**config.mk**
```make
export PLATFORM = sky130hd
export DESIGN_NAME = ext_wr_seq
export DESIGN_NICKNAME = d
export VERILOG_FILES = /design/src/rtl/ext_wr_pkg.sv /design/src/rtl/ext_wr_cfg_sel.sv /design/src/rtl/ext_wr_wait_ctr.sv /design/src/rtl/ext_wr_fsm.sv /design/src/rtl/ext_wr_pins.sv /design/src/rtl/ext_wr_seq.sv
export SDC_FILE = /design/constraint.sdc
export NUM_CORES = 1
export LEC_CHECK = 0
export BUFFER_PORTS_ARGS = -buffer_cell sky130_fd_sc_hd__clkbuf_2
export CAP_MARGIN = 0
export CORE_ASPECT_RATIO = 0.75
export CORE_MARGIN = 2
export CORE_UTILIZATION = 50
export CTS_CLUSTER_SIZE = 10
export DETAILED_ROUTE_END_ITERATION = 8
export PLACE_DENSITY = 0.81
export SYNTH_ARGS = -nofsm -noshare
export SYNTH_HDL_FRONTEND = slang
export SYNTH_HIERARCHICAL = 1
export SYNTH_SLANG_ARGS = --single-unit
```
**constraint.sdc**
```tcl
create_clock -name clk -period 2.5 [get_ports clk]
set_input_delay 0.375 -clock clk [delete_from_list [all_inputs] [get_ports clk]]
set_output_delay 0.375 -clock clk [all_outputs]
set_load 0.03 [all_outputs]
```
**src/rtl/ext_wr_pkg.sv**
```systemverilog
package ext_wr_pkg;

  localparam int CFG_WAIT_W = 5;

  typedef enum logic [1:0] {
    WM_INT    = 2'b00,
    WM_EXT    = 2'b01,
    WM_EITHER = 2'b10,
    WM_BOTH   = 2'b11
  } wmode_e;

  // Packed MSB first: idle enable, hold enable, mode, wait count
  typedef struct packed {
    logic                  idle_en;
    logic                  hold_en;
    wmode_e                mode;
    logic [CFG_WAIT_W-1:0] wait_n;
  } bank_cfg_t;

  localparam int CFG_W = $bits(bank_cfg_t);

  typedef enum logic [2:0] {
    ST_IDLE,
    ST_SETUP,
    ST_LEAD,
    ST_ACCESS,
    ST_TAIL,
    ST_HOLD,
    ST_GAP
  } wr_state_e;

endpackage

```
**src/rtl/ext_wr_cfg_sel.sv**
```systemverilog
module ext_wr_cfg_sel
  import ext_wr_pkg::*;
#(
  parameter int NBANKS = 4,
  parameter int BANK_W = 2
) (
  input  logic [NBANKS*CFG_W-1:0] cfg_flat,
  input  logic [BANK_W-1:0]       bank_idx,
  output bank_cfg_t               sel_cfg
);

  bank_cfg_t cfg_arr [NBANKS];

  for (genvar b = 0; b < NBANKS; b++) begin : g_unpack
    assign cfg_arr[b] = bank_cfg_t'(cfg_flat[b*CFG_W +: CFG_W]);
  end

  always_comb begin
    sel_cfg = '0;
    for (int b = 0; b < NBANKS; b++) begin
      if (bank_idx == BANK_W'(b)) sel_cfg = cfg_arr[b];
    end
  end

endmodule

```
**src/rtl/ext_wr_wait_ctr.sv**
```systemverilog
module ext_wr_wait_ctr
  import ext_wr_pkg::*;
#(
  parameter int WAIT_W = CFG_WAIT_W
) (
  input  logic              clk,
  input  logic              rst_n,
  input  logic              load,
  input  logic [WAIT_W-1:0] wait_val,
  input  wmode_e            mode,
  input  logic              active,
  input  logic              ack,
  output logic              access_end
);

  logic [WAIT_W-1:0] cnt_q;
  logic              cnt_zero;

  always_ff @(posedge clk or negedge rst_n) begin
    if (!rst_n) begin
      cnt_q <= '0;
    end else if (load) begin
      cnt_q <= wait_val;
    end else if (active && (cnt_q != '0)) begin
      cnt_q <= cnt_q - 1'b1;
    end
  end

  assign cnt_zero = (cnt_q == '0);

  always_comb begin
    access_end = 1'b0;
    if (active) begin
      unique case (mode)
        WM_INT:    access_end = cnt_zero;
        WM_EXT:    access_end = ack;
        WM_EITHER: access_end = cnt_zero | ack;
        WM_BOTH:   access_end = cnt_zero & ack;
        default:   access_end = 1'b1;
      endcase
    end
  end

  // counter-only mode keeps the access open while waits remain, whatever ack does
  assert_int_waits_R3: assert property (@(posedge clk) disable iff (!rst_n)
    (active && mode == WM_INT && !cnt_zero) |=> active);

  // acknowledge-only mode never closes without acknowledge
  assert_ext_needs_ack_R4: assert property (@(posedge clk) disable iff (!rst_n)
    (active && mode == WM_EXT && !ack) |=> active);

  // either mode closes on acknowledge at once
  assert_either_ack_closes_R5: assert property (@(posedge clk) disable iff (!rst_n)
    (active && mode == WM_EITHER && ack) |=> !active);

  // both mode keeps the access open while waits remain, even with ack high
  assert_both_waits_R6: assert property (@(posedge clk) disable iff (!rst_n)
    (active && mode == WM_BOTH && !cnt_zero) |=> active);

endmodule

```
**src/rtl/ext_wr_fsm.sv**
```systemverilog
module ext_wr_fsm
  import ext_wr_pkg::*;
(
  input  logic      clk,
  input  logic      rst_n,
  input  logic      req_fire,
  input  logic      hold_en,
  input  logic      idle_en,
  input  logic      access_end,
  output wr_state_e state,
  output logic      ready,
  output logic      done,
  output logic      ctr_load,
  output logic      ctr_active
);

  wr_state_e state_q, state_d;

  always_comb begin
    state_d = state_q;
    unique case (state_q)
      ST_IDLE:   if (req_fire) state_d = ST_SETUP;
      ST_SETUP:  state_d = ST_LEAD;
      ST_LEAD:   state_d = ST_ACCESS;
      ST_ACCESS: if (access_end) state_d = ST_TAIL;
      ST_TAIL: begin
        if (hold_en)      state_d = ST_HOLD;
        else if (idle_en) state_d = ST_GAP;
        else              state_d = ST_IDLE;
      end
      ST_HOLD:   state_d = idle_en ? ST_GAP : ST_IDLE;
      ST_GAP:    state_d = ST_IDLE;
      default:   state_d = ST_IDLE;
    endcase
  end

  always_ff @(posedge clk or negedge rst_n) begin
    if (!rst_n) state_q <= ST_IDLE;
    else        state_q <= state_d;
  end

  assign state      = state_q;
  assign ready      = (state_q == ST_IDLE);
  assign ctr_load   = (state_q == ST_LEAD);
  assign ctr_active = (state_q == ST_ACCESS);
  assign done       = (state_q == ST_GAP)
                    || (state_q == ST_HOLD && !idle_en)
                    || (state_q == ST_TAIL && !hold_en && !idle_en);

  // an accepted request always spends one setup cycle before the strobe
  assert_setup_follows_accept_R2: assert property (@(posedge clk) disable iff (!rst_n)
    (ready && req_fire) |=> (state_q == ST_SETUP));

  // the done pulse lasts one cycle and is followed by idle
  assert_done_single_R10: assert property (@(posedge clk) disable iff (!rst_n)
    done |=> (!done && ready));

endmodule

```
**src/rtl/ext_wr_pins.sv**
```systemverilog
module ext_wr_pins
  import ext_wr_pkg::*;
#(
  parameter int ADDR_W = 24,
  parameter int DATA_W = 32,
  parameter int NBANKS = 4,
  parameter int BANK_W = 2
) (
  input  wr_state_e         state,
  input  logic [ADDR_W-1:0] addr_q,
  input  logic [DATA_W-1:0] data_q,
  input  logic [BANK_W-1:0] bank_q,
  output logic [ADDR_W-1:0] mem_addr,
  output logic [NBANKS-1:0] mem_sel_n,
  output logic              mem_wr_n,
  output logic              mem_rd_n,
  output logic [DATA_W-1:0] mem_data,
  output logic              mem_data_oe
);

  logic addr_phase;
  logic strobe_low;

  always_comb begin
    addr_phase = 1'b0;
    strobe_low = 1'b0;
    mem_data_oe = 1'b0;
    unique case (state)
      ST_SETUP:  addr_phase = 1'b1;
      ST_LEAD: begin
        addr_phase = 1'b1;
        strobe_low = 1'b1;
      end
      ST_ACCESS: begin
        addr_phase  = 1'b1;
        strobe_low  = 1'b1;
        mem_data_oe = 1'b1;
      end
      ST_TAIL: begin
        addr_phase  = 1'b1;
        mem_data_oe = 1'b1;
      end
      ST_HOLD:   addr_phase = 1'b1;
      default: begin
        addr_phase  = 1'b0;
        strobe_low  = 1'b0;
        mem_data_oe = 1'b0;
      end
    endcase
  end

  assign mem_wr_n = ~strobe_low;
  assign mem_rd_n = 1'b1;
  assign mem_addr = addr_phase ? addr_q : '0;
  assign mem_data = mem_data_oe ? data_q : '0;

  for (genvar b = 0; b < NBANKS; b++) begin : g_sel
    assign mem_sel_n[b] = ~(addr_phase && (bank_q == BANK_W'(b)));
  end

endmodule

```
**src/rtl/ext_wr_seq.sv**
```systemverilog
module ext_wr_seq
  import ext_wr_pkg::*;
#(
  parameter int ADDR_W = 24,
  parameter int DATA_W = 32,
  parameter int NBANKS = 4,
  localparam int BANK_W = (NBANKS > 1) ? $clog2(NBANKS) : 1
) (
  input  logic                    clk,
  input  logic                    rst_n,
  input  logic                    req_valid,
  output logic                    req_ready,
  input  logic [ADDR_W-1:0]       req_addr,
  input  logic [DATA_W-1:0]       req_data,
  input  logic [BANK_W-1:0]       req_bank,
  input  logic [NBANKS*CFG_W-1:0] bank_cfg,
  input  logic                    ack_in,
  output logic [ADDR_W-1:0]       mem_addr,
  output logic [NBANKS-1:0]       mem_sel_n,
  output logic                    mem_wr_n,
  output logic                    mem_rd_n,
  output logic [DATA_W-1:0]       mem_data,
  output logic                    mem_data_oe,
  output logic                    xfer_done
);

  bank_cfg_t         req_cfg;
  bank_cfg_t         cfg_q;
  logic [ADDR_W-1:0] addr_q;
  logic [DATA_W-1:0] data_q;
  logic [BANK_W-1:0] bank_q;
  logic              req_fire;
  logic              access_end;
  logic              ctr_load;
  logic              ctr_active;
  wr_state_e         state;

  assign req_fire = req_valid && req_ready;

  ext_wr_cfg_sel #(.NBANKS(NBANKS), .BANK_W(BANK_W)) u_cfg_sel (
    .cfg_flat (bank_cfg),
    .bank_idx (req_bank),
    .sel_cfg  (req_cfg)
  );

  // Request and configuration snapshot at acceptance
  always_ff @(posedge clk or negedge rst_n) begin
    if (!rst_n) begin
      addr_q <= '0;
      data_q <= '0;
      bank_q <= '0;
      cfg_q  <= '0;
    end else if (req_fire) begin
      addr_q <= req_addr;
      data_q <= req_data;
      bank_q <= req_bank;
      cfg_q  <= req_cfg;
    end
  end

  ext_wr_fsm u_fsm (
    .clk        (clk),
    .rst_n      (rst_n),
    .req_fire   (req_fire),
    .hold_en    (cfg_q.hold_en),
    .idle_en    (cfg_q.idle_en),
    .access_end (access_end),
    .state      (state),
    .ready      (req_ready),
    .done       (xfer_done),
    .ctr_load   (ctr_load),
    .ctr_active (ctr_active)
  );

  ext_wr_wait_ctr #(.WAIT_W(CFG_WAIT_W)) u_wait (
    .clk        (clk),
    .rst_n      (rst_n),
    .load       (ctr_load),
    .wait_val   (cfg_q.wait_n),
    .mode       (cfg_q.mode),
    .active     (ctr_active),
    .ack        (ack_in),
    .access_end (access_end)
  );

  ext_wr_pins #(
    .ADDR_W (ADDR_W),
    .DATA_W (DATA_W),
    .NBANKS (NBANKS),
    .BANK_W (BANK_W)
  ) u_pins (
    .state       (state),
    .addr_q      (addr_q),
    .data_q      (data_q),
    .bank_q      (bank_q),
    .mem_addr    (mem_addr),
    .mem_sel_n   (mem_sel_n),
    .mem_wr_n    (mem_wr_n),
    .mem_rd_n    (mem_rd_n),
    .mem_data    (mem_data),
    .mem_data_oe (mem_data_oe)
  );

  // at most one bank selected, read strobe never active
  assert_sel_onehot_R11: assert property (@(posedge clk) disable iff (!rst_n)
    $onehot0(~mem_sel_n));
  assert_rd_inactive_R11: assert property (@(posedge clk) disable iff (!rst_n)
    mem_rd_n);

  // selects already valid in the cycle before the strobe falls; data off at the fall
  assert_sel_before_strobe_R2: assert property (@(posedge clk) disable iff (!rst_n)
    $fell(mem_wr_n) |-> ($past(mem_sel_n) != '1 && !mem_data_oe));

  // data enable only during the strobe or the cycle right after it
  assert_oe_window_R7: assert property (@(posedge clk) disable iff (!rst_n)
    mem_data_oe |-> (!mem_wr_n || !$past(mem_wr_n)));

  // no acceptance possible while the strobe is low
  assert_no_ready_busy_R1: assert property (@(posedge clk) disable iff (!rst_n)
    !mem_wr_n |-> !req_ready);

endmodule

```
==> results of run 1 <==
==> registers in the layout, summed over array words and instances (netlist names) <==
name,count
u_fsm/state,3
bank_q,2
u_wait/cnt_q,5
data_q,32
cfg_q,9
addr_q,24
==> logic make-up (layout without fill, tap and decap cells) <==
| logic type | after synthesis | count (layout) | share of synthesized area |
|---|---|---|---|
| other | 1 | 1 | 0.000868 |
| flip-flops | 75 | 75 | 0.434 |
| AND/OR/NAND/NOR | 127 | 127 | 0.180 |
| multiplexers | 76 | 76 | 0.238 |
| XOR/XNOR | 1 | 1 | 0.00203 |
| AO/OA/AOI/OAI | 50 | 50 | 0.0840 |
| adder cells (fa/ha/maj) | 1 | 1 | 0.00290 |
| buffers and inverters | 44 | 189 | 0.0576 |
==> timing repair <==
item | CTS | global route
hold endpoints to repair | 0 | 0
endpoints found under the setup margin | 24 | 15
resized for setup | 1 | 1
==> metal layers <==
layer	share of wire	wire [um]	global-route usage	vias up
met5	0	0	0	-
met4	0.014	149	0.0673	0
met3	0.075	781	0.0621	17
met2	0.47	4940	0.379	151
met1	0.44	4540	0.297	1728
li1	-	-	-	1671
==> power groups by stage <==
stage	clock, mW	sequential (mW)	combinational, mW
2_1_floorplan	0	2.14	3.40
3_3_place_gp	0	2.29	4.17
3_5_place_dp	0	2.32	4.30
4_1_cts	1.36	2.32	4.32
5_1_grt	1.41	2.42	4.61
6_report	1.33	2.33	4.30
==> per-stage QoR <==
step           hold slack, ps  cell area, sq um  total power, mW
2_1_floorplan            79.4              4320             5.54
3_3_place_gp              425              5130             6.46
3_5_place_dp              438              5130             6.63
4_1_cts                  81.7              5440             8.00
5_1_grt                   101              5450             8.44
6_report                 55.9              5450             7.97
==> layout make-up <==
cell class	count	area, sq um	share of cell area
clock buffer	9	225	0.0414
clock inverter	7	81.3	0.0149
inverter	4	15.0	0.00276
multi-input combinational	256	2200	0.404
sequential	75	1880	0.345
tap	108	135	0.0248
timing repair buffer	169	910	0.167
==> cell usage in the layout (no fill, tap or decap), types with 2 or more instances in the layout <==
cell,n
sky130_fd_sc_hd__o31ai_1,33
sky130_fd_sc_hd__or3_1,2
sky130_fd_sc_hd__dfrtp_2,3
sky130_fd_sc_hd__buf_4,5
sky130_fd_sc_hd__a21oi_1,7
sky130_fd_sc_hd__inv_6,3
sky130_fd_sc_hd__nor2_1,4
sky130_fd_sc_hd__nand2b_1,3
sky130_fd_sc_hd__inv_1,4
sky130_fd_sc_hd__o22ai_1,2
sky130_fd_sc_hd__clkbuf_2,160
sky130_fd_sc_hd__mux4_2,9
sky130_fd_sc_hd__dfrtp_1,72
sky130_fd_sc_hd__buf_12,3
sky130_fd_sc_hd__and3_1,27
sky130_fd_sc_hd__nor2b_1,2
sky130_fd_sc_hd__mux2_2,48
sky130_fd_sc_hd__clkbuf_16,9
sky130_fd_sc_hd__nand4b_1,34
sky130_fd_sc_hd__nand2_1,44
sky130_fd_sc_hd__mux2_4,19
==> worst reg2reg max path: stages, from the launching register on <==
cell                      delay [ps]
sky130_fd_sc_hd__dfrtp_2         580
sky130_fd_sc_hd__nor3_1          290
sky130_fd_sc_hd__and2_4          400
sky130_fd_sc_hd__buf_12          260
sky130_fd_sc_hd__mux2_2          380
==> worst min-delay path by stage <==
stage,startpoint,endpoint,slack (ps)
floorplan,rst_n,addr_q[0]$_DFFE_PN0P_,80
global placement,rst_n,data_q[8]$_DFFE_PN0P_,420
detailed placement,rst_n,data_q[8]$_DFFE_PN0P_,440
CTS,rst_n,data_q[8]$_DFFE_PN0P_,80
global route,rst_n,data_q[8]$_DFFE_PN0P_,100
finish,rst_n,data_q[8]$_DFFE_PN0P_,60
==> impl_summary.log, run 1 <==
[metrics] portion of total power attributed to combinational logic: 0.540
[metrics] Placed Cells: 612
[metrics] sequential power share: 0.292
[metrics] Post-Route Skew: 6.29 ps
[metrics] half-perimeter wire length of the detailed placement result: 7430 um
[metrics] cell type with the highest aggregate area in the netlist: sky130_fd_sc_hd__dfrtp_1
[metrics] layout cells sized above 1: 0.521
[metrics] overall die height: 84.5 um
[metrics] number of vias per cell: 5.68
[metrics] CP Data Required Time: 2120 ps
[metrics] top cell types by occurrence after synthesis: sky130_fd_sc_hd__dfrtp_1 (75), sky130_fd_sc_hd__mux2_2 (48), sky130_fd_sc_hd__nand2_1 (44)
[metrics] nets: 614
[metrics] vias in the first global route: 3524
[metrics] clock-pin transition on the worst setup and hold timing paths: 60 ps
[metrics] clk sink count: 75
[metrics] overall fraction of global-route tracks in use: 0.228
[metrics] first element of the critical path: u_fsm/state[1]$_DFFE_PN0P_
[metrics] Final Util: 0.647
[metrics] overall overflow remaining after global route: 0
[metrics] fin. max-slew vios: 0
[metrics] ranking of synthesized cells by area: sky130_fd_sc_hd__dfrtp_1 (43%), sky130_fd_sc_hd__mux2_2 (13%), sky130_fd_sc_hd__nand4b_1 (6.9%)
[metrics] number of inserted diodes: 0
[metrics] DIE WIDTH: 111 um
[metrics] internal power summed over all cells: 4.31 mW
[metrics] library cells used by synthesis: 43
[metrics] routed length per instance: 16.6 um
[metrics] fraction of power spent switching nets: 0.459
[metrics] sum of negative setup slack: 0 ps
[metrics] Clk network pwr share: 0.167
[metrics] Worst R2R Start: u_fsm/state[0]$_DFFE_PN0P_
[metrics] Synth Register Bits: 75
[metrics] core area: 8420 sq um
[metrics] Hold Buf Count CTS: 0
[metrics] internal reg-to-reg setup slack: 470 ps
[metrics] async set-or-reset flop fraction in the synthesized netlist: 1.00
[metrics] count of port buffers added during placement: 161
[metrics] number of instances in the synthesized netlist: 375
[metrics] maximum buffer depth of the clock tree: 2
[metrics] max frequency: 0.438 GHz
[metrics] total I/O pin count: 163
[metrics] Synth top area share: 0.434
[metrics] summed instance area of the synthesized netlist: 4320 sq um
[metrics] maximum number of pins on one net before global-route repair: 52
[metrics] r2r worst-path depth: 4
[metrics] instance count on the critical path: 3
[metrics] Period Utilization, post-route: 0.913
[metrics] crit path setup slack, layout: 216 ps
[metrics] buffers and inverters on the worst path: 1
[metrics] Crit path arrival time: 1910 ps
[metrics] shortest period the worst path allows: 2280 ps
[metrics] total power divided by cell area: 1460 nW/um^2
[metrics] cell leakage power: 2.56 nW
[metrics] routed wire length: 10400 um
[metrics] number of rows created at floorplan: 29
[metrics] antenna-violating nets left: 0
[metrics] buffers inserted by post-CTS timing repair: 0
[metrics] flip-flop cell with the highest count after synthesis: sky130_fd_sc_hd__dfrtp_1
[metrics] clock buffer count from CTS: 9
[metrics] first-pass iteration count of the detailed router: 4
[metrics] area of the die: 9410 sq um
[metrics] RSZ-0062 raised after global routing: false
[metrics] clk_lat worst skew: 330 ps
[metrics] relative slew slack: 0.474
[metrics] delay contributed by the slowest stage of the critical path: 500 ps
[metrics] Worst-Margin Slew: 788 ps
[metrics] vias: 3567
[metrics] Critical Path End Type: output port
[metrics] cell breakdown of the critical path: nand2_1, and3_1, clkbuf_2
[metrics] synth-to-layout area growth: 26.1%
[metrics] most common cell in the netlist: sky130_fd_sc_hd__dfrtp_1
[metrics] number of endpoints with negative hold slack in the final report: 0
[metrics] final setup vio count: 0
[metrics] class of the tightest hold or removal check: in2async
[metrics] average cell area after synthesis: 11.5 sq um
[metrics] Largest delay share family, worst path: simple AND/OR/NAND/NOR gates
[metrics] root buffer cell: sky130_fd_sc_hd__clkbuf_16
[metrics] count of placed standard cells in the final layout, fillers left out: 628
[metrics] number of DRC markers in iteration 0: 229
[metrics] total of fill cells in the finished design: 648
[metrics] CP max stage cell: sky130_fd_sc_hd__nand2_1
[metrics] total number of yosys warnings: 6
[metrics] max-cap viol count: 0
[metrics] sequential cell area fraction in the yosys report: 0.434
[metrics] switching pwr: 3.66 mW
[metrics] H-tree Lvls: 3
[metrics] worst voltage drop across the vdd grid: 0.918 mV
[metrics] critical setup path kind: reg2out
[metrics] pre-CTS setup slack: 330 ps
[metrics] clock tree from TritonCTS: yes
[metrics] Worst R2R End: data_q[1]$_DFFE_PN0P_
[metrics] final weighted congestion in routability-driven placement: 0.828
[metrics] Critical path destination: mem_addr[23]
[metrics] launching element type of the critical path: flip-flop
[metrics] run status: complete, no violations
[metrics] effective utilization at floorplan: 0.513
[metrics] Post-synth EDFFs: 0
[metrics] net count after synthesis: 474
[metrics] global-route wire length before repair: 17300 um
[metrics] number of DRC violations after detailed routing: 0
[metrics] initial antenna violation count: 0
[metrics] peak fanout along the critical path: 28
No activity file was read; power rests on OpenSTA's default activity.
==> inputs of run 2 (changes only) <==
CELL_PAD_IN_SITES_DETAIL_PLACEMENT = 2   (was not set)
CELL_PAD_IN_SITES_GLOBAL_PLACEMENT = 2   (was not set)
CORE_UTILIZATION = 30   (was 50)
PLACE_DENSITY = not set   (was 0.81)
PLACE_DENSITY_LB_ADDON = 0.1   (was not set)
SKIP_CTS_REPAIR_TIMING = 1   (was not set)
==> run 2 against run 1 <==
Final area up 1.2%. Combinational power increased by 3%. Total power grew 0.38%. Largest power group unchanged. Largest cell class unchanged. Global-route usage decreased by 5.5 points. Clock-buffer cell count up 1. Final cell count rose by 11%. Sequential cell count stayed put. Sequential power about the same. Die area grew 64%. Utilization decreased by 25 points. Via count is 2.2% higher. Clock skew barely moved.
==> impl_summary.log, run 2 (synthesis gave the netlist of run 1 again) <==
[metrics] run status: complete, no violations
[metrics] clk sink count: 75
[metrics] Critical Path End Type: output port
[metrics] overall overflow remaining after global route: 0
[metrics] leading cell types in the layout, fill and taps excluded: sky130_fd_sc_hd__clkbuf_2 (160), sky130_fd_sc_hd__dfrtp_1 (72), sky130_fd_sc_hd__mux2_2 (48), sky130_fd_sc_hd__nand2_1 (44), sky130_fd_sc_hd__nand4b_1 (34)
[metrics] peak fanout along the critical path: 65
[metrics] final setup vio count: 0
[metrics] pre-CTS setup slack: 365 ps
[metrics] delay contributed by the slowest stage of the critical path: 510 ps
[metrics] CP max stage cell: sky130_fd_sc_hd__o31ai_1
[metrics] portion of total power attributed to combinational logic: 0.551
[metrics] relative slew slack: 0.544
[metrics] initial antenna violation count: 0
[metrics] first-pass iteration count of the detailed router: 4
[metrics] critical setup path kind: reg2out
[metrics] number of endpoints with negative hold slack in the final report: 0
[metrics] antenna-violating nets left: 0
[metrics] fraction of power spent switching nets: 0.470
[metrics] sum of negative setup slack: 0 ps
[metrics] global-route wire length before repair: 20800 um
[metrics] half-perimeter wire length of the detailed placement result: 9280 um
[metrics] worst voltage drop across the vdd grid: 0.670 mV
[metrics] area of the die: 15400 sq um
[metrics] count of port buffers added during placement: 161
[metrics] effective utilization at floorplan: 0.311
[metrics] clk_lat worst skew: 340 ps
[metrics] maximum buffer depth of the clock tree: 2
[metrics] final weighted congestion in routability-driven placement: 0.745
[metrics] max-cap viol count: 0
[metrics] count of placed standard cells in the final layout, fillers left out: 695
[metrics] shortest period the worst path allows: 2320 ps
[metrics] most frequent standard cell in the layout excluding fill and tap cells: sky130_fd_sc_hd__clkbuf_2
[metrics] overall fraction of global-route tracks in use: 0.173
[metrics] launching element type of the critical path: flip-flop
[metrics] Final Util: 0.397
[metrics] routed wire length: 13000 um
[metrics] Placed Cells: 679
[metrics] most flop-heavy register: data_q
[metrics] number of DRC markers in iteration 0: 146
[metrics] core area: 13900 sq um
[metrics] Clk network pwr share: 0.157
[metrics] total power divided by cell area: 1450 nW/um^2
[metrics] layout cells sized above 1: 0.521
[metrics] clock tree from TritonCTS: yes
[metrics] max frequency: 0.431 GHz
[metrics] clock buffer count from CTS: 9
[metrics] total I/O pin count: 163
[metrics] sequential power share: 0.292
[metrics] number of DRC violations after detailed routing: 0
[metrics] DIE WIDTH: 143 um
[metrics] GR Util met2: 0.287
[metrics] gr busiest metal: met2
[metrics] Post-Route Skew: 5.84 ps
[metrics] cell breakdown of the critical path: buf_6, o31ai_1, clkbuf_2
[metrics] H-tree Lvls: 3
[metrics] internal power summed over all cells: 4.24 mW
[metrics] met1 demand-to-capacity share in global routing: 0.223
[metrics] Crit path arrival time: 1940 ps
[metrics] vias in the first global route: 3987
[metrics] overall die height: 108 um
[metrics] root buffer cell: sky130_fd_sc_hd__clkbuf_16
[metrics] max FFs per register: 32
[metrics] Worst-Margin Slew: 681 ps
[metrics] maximum number of pins on one net before global-route repair: 66
[metrics] top flop regs: data_q x32, addr_q x24, cfg_q x9
[metrics] number of inserted diodes: 0
[metrics] clock-pin transition on the worst setup and hold timing paths: 60 ps
[metrics] number of vias per cell: 5.25
[metrics] fin. max-slew vios: 0
[metrics] crit path setup slack, layout: 181 ps
[metrics] overall power consumption: 8.00 mW
[metrics] nets: 614
[metrics] class of the tightest hold or removal check: in2async
[metrics] cell leakage power: 2.54 nW
[metrics] routed length per instance: 18.8 um
[metrics] switching pwr: 3.76 mW
[metrics] RSZ-0062 raised after global routing: false
[metrics] vias: 3647
[metrics] Global Route met3 Usage: 0.0576
[metrics] synth-to-layout area growth: 27.6%
[metrics] number of rows created at floorplan: 37
[metrics] CP Data Required Time: 2120 ps
[metrics] Period Utilization, post-route: 0.928
==> run 2: changes by cell type in the layout (fill, tap and decap cells not counted), sizes merged <==
cell      before  now
bufinv         1    0
clkinvlp       0    3
clkinv         2    1
inv            8    6
clkbuf       169  170
==> run 2: final timing paths <==
kind,from,end,slack (ps),cells past startpoint
worst min-delay path,rst_n,addr_q[19]$_DFFE_PN0P_,20,1
worst max-delay path,u_fsm/state[1]$_DFFE_PN0P_,mem_data[4],180,3
worst max register to register,u_wait/cnt_q[0]$_DFFE_PN0P_,u_fsm/state[0]$_DFFE_PN0P_,520,8
worst min register to register,addr_q[22]$_DFFE_PN0P_,addr_q[22]$_DFFE_PN0P_,510,1
max in group asynchronous,rst_n,data_q[21]$_DFFE_PN0P_,1840,2
min in group clk,req_data[16],data_q[16]$_DFFE_PN0P_,270,2
==> run 2: layer usage <==
layer,vias up,share of wire
li1,1668,-
met3,9,0.061
met2,89,0.47
met5,-,0
met4,0,0.0084
met1,1881,0.46
==> run 2: critical path: cells and delay by family (launching register included) <==
family,cells,cell delay (ps)
compound gates,1,510
buf+inv,2,560
flops,1,500
==> run 2: layout make-up <==
cell class	count	area (sq um)
Timing Repair Buffer	169	910
Multi-Input combinational cell	256	2200
Clock buffer	10	239
Inverter	4	15.0
Sequential cell	75	1880
Tap cell	175	219
Clock inverter	6	48.8
Fill cell	1502	8380
==> run 2: metrics by stage <==
step                      hold slack, ps  instance area, sq um
after global placement               401                  5220
after floorplan                     79.4                  4320
after global routing                50.5                  5510
final                               17.1                  5510
after detailed placement             407                  5220
after CTS                           35.4                  5500
==> run 2: power by group through the flow <==
stage | clock, mW | combinational (mW) | sequential [mW]
final | 1.26 | 4.41 | 2.33
after floorplan | 0 | 3.40 | 2.14
after global placement | 0 | 4.30 | 2.31
after CTS | 1.30 | 4.47 | 2.34
after global routing | 1.35 | 4.77 | 2.43
after detailed placement | 0 | 4.45 | 2.34
==> inputs of run 3 (changes only) <==
REMOVE_ABC_BUFFERS = 1   (was not set)
==> run 3 against run 2 <==
Utilization increased by 0.24 points. Global-route usage decreased by 0.23 points. Die area unchanged. Wire length decreased by 1.7%. Sequential cell count unchanged. Sequential power about the same. Non-clock buffer count increased by 4. Via count decreased by 1.1%. First-iteration DRC count increased by 14%. Clock-buffer cell count decreased by 1. Critical path depth unchanged. Clock power increased by 13%.
==> impl_summary.log, run 3 (synthesis gave the netlist of run 1 again) <==
[metrics] run status: complete, no violations
[metrics] clk sink count: 75
[metrics] Worst R2R Start: u_fsm/state[2]$_DFFE_PN0P_
[metrics] vias in the first global route: 3885
[metrics] layout cells sized above 1: 0.523
[metrics] leading cell types in the layout, fill and taps excluded: sky130_fd_sc_hd__clkbuf_2 (160), sky130_fd_sc_hd__dfrtp_1 (72), sky130_fd_sc_hd__mux2_2 (48), sky130_fd_sc_hd__nand2_1 (44), sky130_fd_sc_hd__nand4b_1 (34)
[metrics] antenna-violating nets left: 0
[metrics] highest metal layer used by the detailed router: met4
[metrics] most flop-heavy register: data_q
[metrics] max-cap viol count: 0
[metrics] Critical Path End Type: output port
[metrics] number of DRC violations after detailed routing: 0
[metrics] total power divided by cell area: 1470 nW/um^2
[metrics] peak fanout along the critical path: 28
[metrics] overall overflow remaining after global route: 0
[metrics] overall power consumption: 8.15 mW
[metrics] vias: 3606
[metrics] max frequency: 0.421 GHz
[metrics] most frequent standard cell in the layout excluding fill and tap cells: sky130_fd_sc_hd__clkbuf_2
[metrics] Crit path arrival time: 2000 ps
[metrics] overall fraction of global-route tracks in use: 0.171
[metrics] worst voltage drop across the vdd grid: 0.639 mV
[metrics] critical setup path kind: reg2out
[metrics] crit path setup slack, layout: 124 ps
[metrics] half-perimeter wire length of the detailed placement result: 9140 um
[metrics] RSZ-0062 raised after global routing: false
[metrics] maximum number of pins on one net before global-route repair: 52
[metrics] final weighted congestion in routability-driven placement: 0.758
[metrics] cell leakage power: 2.56 nW
[metrics] Period Utilization, post-route: 0.950
[metrics] count of port buffers added during placement: 161
[metrics] H-tree Lvls: 3
[metrics] clock-pin transition on the worst setup and hold timing paths: 60 ps
[metrics] Post-Route Skew: 8.81 ps
[metrics] clock buffer count from CTS: 9
[metrics] first-pass iteration count of the detailed router: 4
[metrics] number of endpoints with negative hold slack in the final report: 0
[metrics] maximum buffer depth of the clock tree: 2
[metrics] routed length per instance: 18.3 um
[metrics] DIE WIDTH: 143 um
[metrics] Design Area, Final: 5550 sq um
[metrics] core area: 13900 sq um
[metrics] root buffer cell: sky130_fd_sc_hd__clkbuf_16
[metrics] Worst-Margin Slew: 733 ps
[metrics] max FFs per register: 32
[metrics] class of the tightest hold or removal check: in2async
[metrics] CP Data Required Time: 2120 ps
[metrics] number of inserted diodes: 0
[metrics] synth-to-layout area growth: 28.4%
[metrics] number of vias per cell: 5.16
[metrics] relative slew slack: 0.509
[metrics] Cell Area, Placed: 5220 sq um
[metrics] number of rows created at floorplan: 37
[metrics] initial antenna violation count: 0
[metrics] clk_lat worst skew: 330 ps
[metrics] area of the die: 15400 sq um
[metrics] shortest period the worst path allows: 2380 ps
[metrics] global-route wire length before repair: 20700 um
[metrics] nets: 618
[metrics] top flop regs: data_q x32, addr_q x24, cfg_q x9
[metrics] total I/O pin count: 163
[metrics] total met2 wirelength after detailed routing: 5580 um
[metrics] fin. max-slew vios: 0
[metrics] routed wire length: 12800 um
[metrics] met3 WL post-DR: 891 um
[metrics] number of DRC markers in iteration 0: 166
[metrics] clock tree from TritonCTS: yes
[metrics] post-route met1 wirelength: 6290 um
[metrics] overall die height: 108 um
[metrics] pre-CTS setup slack: 410 ps
[metrics] launching element type of the critical path: flip-flop
[metrics] first element of the critical path: u_fsm/state[1]$_DFFE_PN0P_
[metrics] final setup vio count: 0
[metrics] effective utilization at floorplan: 0.311
run 3: layer usage:
layer	global-route usage	vias to the layer above
met5	0	-
met3	0.0518	7
met1	0.244	1806
li1	-	1675
met2	0.259	118
met4	0.0318	0
run 3: layout make-up:
cell class / instances / area [sq um]
inverters: 4 / 15.0
repair buffers: 173 / 911
well taps: 175 / 219
clock inverters: 7 / 100
flip-flops and latches: 75 / 1880
clock buffers: 9 / 225
multi-input cells: 256 / 2190
fillers: 1512 / 8340
run 3: critical path, cell delays in order, from the launching register on:
cell and delay, ps:
sky130_fd_sc_hd__dfrtp_2 450, sky130_fd_sc_hd__or3_1 700, sky130_fd_sc_hd__and3_1 320, sky130_fd_sc_hd__clkbuf_2 190
run 3: power breakdown:
part           switching, mW  internal (mW)  total (mW)
Sequential             0.466           1.83        2.30
Combinational           2.74           1.69        4.43
Clock                  0.538          0.881        1.42
run 3: through the flow:
stage / std cells / util / hold slack [ps] / TNS (ps)
3_3_place_gp: 683 / 0.376 / 420 / 0
5_1_grt: 699 / 0.399 / 80.8 / 0
3_5_place_dp: 683 / 0.376 / 416 / 0
6_report: 699 / 0.399 / 38.9 / 0
4_1_cts: 699 / 0.399 / 55.2 / 0
2_1_floorplan: 335 / - / 79.4 / -65580
run 3: final timing paths:
path                                               end  slack (ps)  cells past startpoint
min reg2reg                u_wait/cnt_q[4]$_DFFE_PN0P_         500                      2
max                                       mem_addr[11]         120                      3
min                               cfg_q[3]$_DFFE_PN0P_          40                      1
max in group asynchronous         cfg_q[6]$_DFFE_PN0P_        1830                      2
min in group clk                addr_q[13]$_DFFE_PN0P_         270                      2
max reg2reg                      addr_q[1]$_DFFE_PN0P_         440                      4
